[src/rtl/cgsc_pkg.sv]
package cgsc_pkg;
   typedef enum logic [1:0] {
      CH_CMD    = 2'd0,
      CH_WREN   = 2'd1,
      CH_VERIFY = 2'd2
   } chain_mode_e;

   localparam logic [15:0] OP_ARM    = 16'hA5E1;
   localparam logic [15:0] OP_COMMIT = 16'hA5D2;
   localparam logic [15:0] OP_CHECK  = 16'hA5C3;
   localparam logic [11:0] STATUS_SIG = 12'h3C9;
endpackage

[src/rtl/cgsc_mode_ctrl.sv]
module cgsc_mode_ctrl
   import cgsc_pkg::*;
#(
   parameter int CMD_BITS = 16
) (
   input  logic                tck,
   input  logic                trst_n,
   input  logic                tlr_i,
   input  logic                update_i,
   input  logic                busy_i,
   input  logic [CMD_BITS-1:0] cmd_i,
   output chain_mode_e         mode_o,
   output logic                commit_o
);
   if (CMD_BITS != 16) begin : g_bad_cmd
      $error("cgsc_mode_ctrl: CMD_BITS must be 16");
   end

   chain_mode_e mode_q, mode_d;
   logic        take;

   assign take     = update_i && !busy_i && !tlr_i;
   assign commit_o = take && (mode_q == CH_WREN) && (cmd_i == OP_COMMIT);
   assign mode_o   = mode_q;

   always_comb begin
      mode_d = mode_q;
      if (tlr_i) begin
         mode_d = CH_CMD;
      end else if (take) begin
         case (mode_q)
            CH_CMD: begin
               if (cmd_i == OP_ARM)        mode_d = CH_WREN;
               else if (cmd_i == OP_CHECK) mode_d = CH_VERIFY;
            end
            CH_VERIFY: begin
               if (cmd_i == OP_ARM)        mode_d = CH_WREN;
               else if (cmd_i == OP_CHECK) mode_d = CH_VERIFY;
               else                        mode_d = CH_CMD;
            end
            default: mode_d = CH_CMD;
         endcase
      end
   end

   always_ff @(posedge tck or negedge trst_n) begin
      if (!trst_n) mode_q <= CH_CMD;
      else         mode_q <= mode_d;
   end

   p_tlr_clear_r9: assert property (@(posedge tck) disable iff (!trst_n)
      tlr_i |=> (mode_q == CH_CMD));

   p_busy_freeze_r8: assert property (@(posedge tck) disable iff (!trst_n)
      (busy_i && !tlr_i) |=> $stable(mode_q));

   p_abort_r5: assert property (@(posedge tck) disable iff (!trst_n)
      (update_i && !busy_i && !tlr_i && mode_q == CH_WREN && cmd_i != OP_COMMIT)
      |=> (mode_q == CH_CMD));

   p_arm_r3: assert property (@(posedge tck) disable iff (!trst_n)
      (update_i && !busy_i && !tlr_i && mode_q != CH_WREN && cmd_i == OP_ARM)
      |=> (mode_q == CH_WREN));
endmodule

[src/rtl/cgsc_commit.sv]
module cgsc_commit #(
   parameter  int MEM_BITS  = 1024,
   parameter  int WORD_BITS = 32,
   localparam int NWORDS    = MEM_BITS / WORD_BITS,
   localparam int IDXW      = $clog2(NWORDS)
) (
   input  logic                 tck,
   input  logic                 trst_n,
   input  logic                 start_i,
   input  logic [MEM_BITS-1:0]  image_i,
   output logic                 busy_o,
   output logic [MEM_BITS-1:0]  mem_q_o,
   output logic                 wr_en_o,
   output logic [IDXW-1:0]      wr_addr_o,
   output logic [WORD_BITS-1:0] wr_data_o
);
   if (MEM_BITS % WORD_BITS != 0) begin : g_bad_split
      $error("cgsc_commit: MEM_BITS must be a multiple of WORD_BITS");
   end
   if (NWORDS < 2 || (1 << IDXW) != NWORDS) begin : g_bad_words
      $error("cgsc_commit: word count must be a power of two of at least 2");
   end

   localparam logic [IDXW-1:0] LAST = IDXW'(NWORDS - 1);

   logic                 busy_q;
   logic [IDXW-1:0]      idx_q;
   logic [WORD_BITS-1:0] seg_words [NWORDS];

   for (genvar g = 0; g < NWORDS; g++) begin : g_word
      logic [WORD_BITS-1:0] word_q;
      assign seg_words[g] = image_i[g*WORD_BITS +: WORD_BITS];
      always_ff @(posedge tck or negedge trst_n) begin
         if (!trst_n)                                word_q <= '0;
         else if (busy_q && idx_q == IDXW'(g))       word_q <= seg_words[g];
      end
      assign mem_q_o[g*WORD_BITS +: WORD_BITS] = word_q;
   end

   always_ff @(posedge tck or negedge trst_n) begin
      if (!trst_n) begin
         busy_q <= 1'b0;
         idx_q  <= '0;
      end else if (busy_q) begin
         if (idx_q == LAST) begin
            busy_q <= 1'b0;
            idx_q  <= '0;
         end else begin
            idx_q <= idx_q + 1'b1;
         end
      end else if (start_i) begin
         busy_q <= 1'b1;
         idx_q  <= '0;
      end
   end

   assign busy_o    = busy_q;
   assign wr_en_o   = busy_q;
   assign wr_addr_o = idx_q;
   assign wr_data_o = seg_words[idx_q];

   p_store_hold_r6: assert property (@(posedge tck) disable iff (!trst_n)
      !busy_q |=> $stable(mem_q_o));

   p_commit_len_r4: assert property (@(posedge tck) disable iff (!trst_n)
      $fell(busy_q) |-> ($past(idx_q) == LAST));

   p_start_idle_r8: assert property (@(posedge tck) disable iff (!trst_n)
      !(busy_q && start_i));
endmodule

[src/rtl/cmd_gated_scan_chain.sv]
module cmd_gated_scan_chain
   import cgsc_pkg::*;
#(
   parameter  int CMD_BITS  = 16,
   parameter  int MEM_BITS  = 1024,
   parameter  int WORD_BITS = 32,
   localparam int ADDR_BITS = $clog2(MEM_BITS / WORD_BITS)
) (
   input  logic                 tck,
   input  logic                 trst_n,
   input  logic                 tlr_i,
   input  logic                 capture_i,
   input  logic                 shift_i,
   input  logic                 update_i,
   input  logic                 tdi_i,
   output logic                 tdo_o,
   output logic                 mem_we_o,
   output logic [ADDR_BITS-1:0] mem_addr_o,
   output logic [WORD_BITS-1:0] mem_wdata_o
);
   if (CMD_BITS != 16) begin : g_bad_cmd
      $error("cmd_gated_scan_chain: CMD_BITS must be 16");
   end

   chain_mode_e         mode;
   logic                commit;
   logic                busy;
   logic                attached;
   logic [CMD_BITS-1:0] cmd_sr;
   logic [MEM_BITS-1:0] seg_sr;
   logic [MEM_BITS-1:0] mem_q;
   logic [CMD_BITS-1:0] status;

   assign attached = (mode != CH_CMD);
   assign status   = {STATUS_SIG, 1'b0, busy, mode};

   cgsc_mode_ctrl #(.CMD_BITS(CMD_BITS)) ctrl_i (
      .tck      (tck),
      .trst_n   (trst_n),
      .tlr_i    (tlr_i),
      .update_i (update_i),
      .busy_i   (busy),
      .cmd_i    (cmd_sr),
      .mode_o   (mode),
      .commit_o (commit)
   );

   cgsc_commit #(.MEM_BITS(MEM_BITS), .WORD_BITS(WORD_BITS)) commit_i (
      .tck       (tck),
      .trst_n    (trst_n),
      .start_i   (commit),
      .image_i   (seg_sr),
      .busy_o    (busy),
      .mem_q_o   (mem_q),
      .wr_en_o   (mem_we_o),
      .wr_addr_o (mem_addr_o),
      .wr_data_o (mem_wdata_o)
   );

   always_ff @(posedge tck or negedge trst_n) begin
      if (!trst_n) begin
         cmd_sr <= '0;
      end else if (capture_i) begin
         cmd_sr <= status;
      end else if (shift_i) begin
         cmd_sr <= {tdi_i, cmd_sr[CMD_BITS-1:1]};
      end
   end

   always_ff @(posedge tck or negedge trst_n) begin
      if (!trst_n) begin
         seg_sr <= '0;
      end else if (attached) begin
         if (capture_i)    seg_sr <= mem_q;
         else if (shift_i) seg_sr <= {cmd_sr[0], seg_sr[MEM_BITS-1:1]};
      end
   end

   always_ff @(negedge tck or negedge trst_n) begin
      if (!trst_n) tdo_o <= 1'b0;
      else         tdo_o <= attached ? seg_sr[0] : cmd_sr[0];
   end

   p_seg_frozen_r2: assert property (@(posedge tck) disable iff (!trst_n)
      (mode == CH_CMD) |=> $stable(seg_sr));

   p_write_needs_commit_r4: assert property (@(posedge tck) disable iff (!trst_n)
      $rose(mem_we_o) |-> $past(update_i));
endmodule

[config.mk]
export PLATFORM = sky130hd
export DESIGN_NAME = cmd_gated_scan_chain
export DESIGN_NICKNAME = d
export VERILOG_FILES = /design/src/rtl/cgsc_pkg.sv /design/src/rtl/cgsc_mode_ctrl.sv /design/src/rtl/cgsc_commit.sv /design/src/rtl/cmd_gated_scan_chain.sv
export SDC_FILE = /design/constraint.sdc
export NUM_CORES = 2
export LEC_CHECK = 0
export BUFFER_PORTS_ARGS = -buffer_cell sky130_fd_sc_hd__buf_2
export CELL_PAD_IN_SITES_DETAIL_PLACEMENT = 0
export CELL_PAD_IN_SITES_GLOBAL_PLACEMENT = 2
export CORE_ASPECT_RATIO = 1.5
export CORE_MARGIN = 1.5
export CORE_UTILIZATION = 43
export DETAILED_ROUTE_END_ITERATION = 10
export HOLD_SLACK_MARGIN = 0.03
export PLACE_DENSITY_LB_ADDON = 0.1
export RECOVER_POWER = 50
export SLEW_MARGIN = 5
export SYNTH_ARGS = -nofsm -noshare
export SYNTH_HDL_FRONTEND = slang
export SYNTH_HIERARCHICAL = 1
export SYNTH_SLANG_ARGS = --single-unit
[constraint.sdc]
create_clock -name tck -period 2.1 [get_ports tck]
set_input_delay 0.21 -clock tck [delete_from_list [all_inputs] [get_ports tck]]
set_output_delay 0.21 -clock tck [all_outputs]
set_load 0.01 [all_outputs]
==> results <==
- The most common cell after layout, fill and taps aside is sky130_fd_sc_hd__mux2_2.
- The DRC marker count from the first detailed-route iteration is 2276.
- In this run the number of cells on the critical path is 9.
- The buffer and inverter count on the worst path is 5.
- Once detail routing completed, the nets flagged for antenna violations numbered 0.
- Power spread over the standard cell area amounts to 685 nW/um^2.
- For the finished layout, the period the worst path requires is 3.43 ns.
- Grouping stages by cell kind, the critical path spends the most delay in buffers and inverters.
- At the worst endpoint, the arrival time is 3.22 ns.
- The number of nets in the synthesized netlist is 6401.
- The post-layout net count is 6946.
- Dividing the final minimum period by the clock period gives 163%.
- The final worst setup slack is -1.33 ns.
- For this run, the total global-route usage over all layers was measured as 22.9%.
- Measured against its own limit, the worst slew margin works out to 21.9%.
- Setup repair after global routing could not meet its margin everywhere.
- For this run, global-route usage on met3 was measured as 2.66%.
- In the final layout, the multi-input gates occupy 45500 sq um.
- Global routing used 30.3% of the available met1 tracks.
- In the routed design, unresolved DRC markers number 0.
- The number of buffers added by the clock tree synthesis step is 215.
- Walking the worst path, the cells encountered are buf_6, or3b_4, buf_12, buf_12, o22ai_4, nor3_4, a22oi_2, buf_4, buf_6.
- The launch point of the critical path is commit_i/wr_addr_o[2].
- The worst setup path is captured at a primary output.
- The die covers 230000 sq um.
- For this run, the number of Yosys warnings is 6.
- Adding up every negative setup slack in the final design gives -206.77 ns.
- The number of rows created at floorplan is 214.
- In this run the most used layer during global routing was met2.
- The post-synthesis sequential area ratio is 53.2%.
- Setup violations remaining at the end of the flow were counted as 1374.
- Clock-pin slew was measured on the worst setup and hold paths at 0.06 ns.
- The most used flip-flop cell after synthesis is sky130_fd_sc_hd__dfrtp_1.
- Dividing the detail-routed via count by the number of cells gives 5.52.
- The wire length of the first global-routing pass is 400000 microns.
- After technology mapping, the gate count stands at 6387.
- Global routing finished with a remaining overflow of 0.
- The hold path depth is 4.
- STA puts the critical path data required time at 1.89 ns.
- The number of global-route vias before repair came to 60300.
- In the final layout, flip-flops and latches occupy 51900 sq um.
- The worst setup path category is reg -> out.
- The die outline height is 586 microns.
- Cells with a size suffix above 1 make up 64.2% of the layout.
- The worst register-to-register path has a depth of 11.
- The netlist uses 50 different library cells.
- The flow ran to the end, but the final reports show violations.
- The worst clock skew is 0.0528 ns.
- The number of flops mapped to enable cells by yosys is 0.
- The congestion estimate from routability-driven global placement came to 0.825.
- The startpoint class of the critical path is a flip-flop.
- The checks that failed: setup timing.
- The analysis attributes to cell leakage a power of 58.8 nW.
- In this run the critical register-to-register path is launched from commit_i/wr_addr_o[1].
- In the layout the commonest cells are sky130_fd_sc_hd__mux2_2, sky130_fd_sc_hd__dfrtp_1, sky130_fd_sc_hd__buf_4.
- The worst hold path belongs to the class in -> reg.
- The mapped netlist covers 97600 sq um.
- The synthesized design contains 2073 register bits.
- The pre-antenna-repair detailed-routing pass consisted of 5 iterations.
- After synthesis, the share of flip-flops with an asynchronous set or reset is 100%.
- The worst hold path begins at tlr_i.
- The largest individual stage delay along the critical path comes from the cell sky130_fd_sc_hd__dfrtp_4.
- The top achievable clock speed is 0.292 GHz.
- The effective utilization at floorplan is 43.2%.
- In this design, the stage delay of the slowest critical-path cell is 0.51 ns.
- The fill cell total of the finished layout is 19200.
- The tool flagged a number of max-cap violations equal to 0.
- The routed design has 263000 microns of wire.
- The number of max-slew violations in the final report is 0.
- The initial antenna violation count came to 6.
- The met2 track utilization from global routing is 39.8%.
- The via count is 55900.
- Entering global routing, the biggest net connects 107 pins.
- Cells fill 51.9% of the core in the end.
- Dividing the detail-routed wire length by the instance count gives 26.0 microns.
- The count of buffers added on input and output ports is 45.
- The number of clock sinks seen by CTS is 2073.
- The worst-skew pair later-pin latency is 0.88 ns.
- The maximum VDD drop is 0.000645 V.
- The layout overhead on the synthesized area is 20.1%.
- CTS built an H-tree with a depth of 4.
- The number of hold violations in the final report was 0.
- The sum of net half-perimeters after detailed placement is 177000 microns.
- The CTS tree is yes.
- The average instance in the mapped netlist occupies 15.3 sq um.
- The clock passes through at most 4 buffers.
- The core box area is 226000 sq um.
- The maximum fanout count along the critical path is 12.
- At the pin with the least slew margin, the transition time is 1.17 ns.
- The floorplan step set the die width to 392 microns.
- The count of boundary I/O pins is 46.
- The root cell of the clock tree is sky130_fd_sc_hd__clkbuf_16.
cell usage after synthesis, types with 2 or more instances:
cell type | count | area share, %
sky130_fd_sc_hd__a21oi_1 | 33 | 0.17
sky130_fd_sc_hd__and4bb_1 | 3 | 0.038
sky130_fd_sc_hd__inv_1 | 3 | 0.012
sky130_fd_sc_hd__o22ai_1 | 58 | 0.37
sky130_fd_sc_hd__nand3b_1 | 2 | 0.015
sky130_fd_sc_hd__o21ai_0 | 36 | 0.18
sky130_fd_sc_hd__dfrtp_1 | 2072 | 53
sky130_fd_sc_hd__buf_4 | 22 | 0.17
sky130_fd_sc_hd__and2_1 | 2 | 0.013
sky130_fd_sc_hd__nor3_1 | 35 | 0.18
sky130_fd_sc_hd__a211o_1 | 6 | 0.054
sky130_fd_sc_hd__mux4_2 | 134 | 3.1
sky130_fd_sc_hd__a22oi_1 | 65 | 0.50
sky130_fd_sc_hd__nor3_2 | 3 | 0.031
sky130_fd_sc_hd__ha_1 | 7 | 0.090
sky130_fd_sc_hd__mux2i_1 | 255 | 2.6
sky130_fd_sc_hd__o221ai_1 | 32 | 0.29
sky130_fd_sc_hd__clkbuf_1 | 54 | 0.21
sky130_fd_sc_hd__mux2_1 | 13 | 0.15
sky130_fd_sc_hd__mux2_4 | 109 | 1.7
sky130_fd_sc_hd__nand2_1 | 28 | 0.11
sky130_fd_sc_hd__a2111oi_0 | 2 | 0.018
sky130_fd_sc_hd__buf_6 | 43 | 0.50
sky130_fd_sc_hd__nor2b_1 | 10 | 0.064
sky130_fd_sc_hd__nor2_1 | 24 | 0.092
sky130_fd_sc_hd__nor2_2 | 2 | 0.013
sky130_fd_sc_hd__o2bb2ai_1 | 2 | 0.018
sky130_fd_sc_hd__mux2_2 | 2951 | 34
sky130_fd_sc_hd__nand3_1 | 5 | 0.026
sky130_fd_sc_hd__nand2b_1 | 5 | 0.032
sky130_fd_sc_hd__buf_1 | 10 | 0.038
sky130_fd_sc_hd__buf_2 | 311 | 1.6
sky130_fd_sc_hd__nand4b_1 | 4 | 0.036
sky130_fd_sc_hd__a221oi_1 | 29 | 0.26
sky130_fd_sc_hd__o31ai_1 | 2 | 0.015
where the power goes:
part	leakage (nW)	internal, mW	total (mW)	switching, mW
clock	3.45	22.1	38.4	16.3
combinational	26.4	0.567	1.93	1.36
sequential	28.9	40.0	40.0	0.0133
total	58.8	62.6	80.3	17.6
layout make-up:
class                   count  share of cell area, %
flip-flops and latches   2073                   44.3
multi-input cells        3868                   38.8
repair buffers            770                   7.73
clock buffers             313                   5.36
well taps                3024                   3.23
clock inverters            61                  0.563
inverters                   4                 0.0213
diodes                      2                0.00427
metrics by stage:
step           power, mW  area, sq um  hold WS [ns]  instances  setup slack (ns)
2_1_floorplan       41.4        97800       -0.0856       6387          -0.00916
3_3_place_gp        42.7       106000         0.108       9657             -1.08
3_5_place_dp        42.7       106000         0.107       9657             -1.06
4_1_cts             81.7       116000        0.0870      10100             -1.34
5_1_grt             83.1       117000         0.271      10100             -1.34
6_report            80.3       117000         0.265      10100             -1.33
sequential cells by signal, summed over array words and instances, names as in the netlist:
register,cells
seg_sr,1024
commit_i/g_word.word_q,1024
commit_i/busy_o,1
ctrl_i/mode_o,2
commit_i/wr_addr_o,5
cmd_sr,16
tdo_o,1
repair_timing:
| action | CTS | global route |
|---|---|---|
| resized for setup | 351 | 222 |
| gates cloned | 21 | 7 |
| hold endpoints to repair | 1752 | 0 |
| hold buffers | 9 | 0 |
| setup buffers | 54 | 16 |
| endpoints found under the setup margin | 1062 | 1061 |
| pin swaps | 47 | 68 |
path summary, 6_finish.rpt:
check | end | slack, ns
min | ctrl_i/mode_o[0] | 0.27
min in group asynchronous | commit_i/g_word[25].word_q[14] | 0.78
min reg2reg | commit_i/g_word[21].word_q[12] | 0.49
max reg2reg | commit_i/g_word[15].word_q[7] | -0.44
max in group asynchronous | commit_i/g_word[28].word_q[31] | -0.16
max | mem_wdata_o[19] | -1.33
cells by family (layout without fill, tap and decap cells):
kind of cell             after synthesis  count (layout)  share of synthesized area (%)
other                                  0               2                              0
flip-flops                          2073            2073                           53.2
buffers and inverters                446            1148                           2.53
adder cells (fa/ha/maj)                7               7                         0.0898
AND/OR/NAND/NOR                      130             130                          0.709
multiplexers                        3462            3462                           41.6
AO/OA/AOI/OAI                        269             269                           1.91
routing by layer:
layer / share of wire (%) / vias up
met5: 0 / -
met1: 44 / 30200
met3: 2.6 / 332
met4: 2.9 / 0
met2: 50 / 581
li1: - / 24800
worst min-delay path: stages:
cell and delay (ns):
sky130_fd_sc_hd__dlygate4sd3_1 0.52, sky130_fd_sc_hd__buf_2 0.12, sky130_fd_sc_hd__nand4b_1 0.13, sky130_fd_sc_hd__o2bb2ai_1 0.07
No activity file was read; power rests on OpenSTA's default activity.
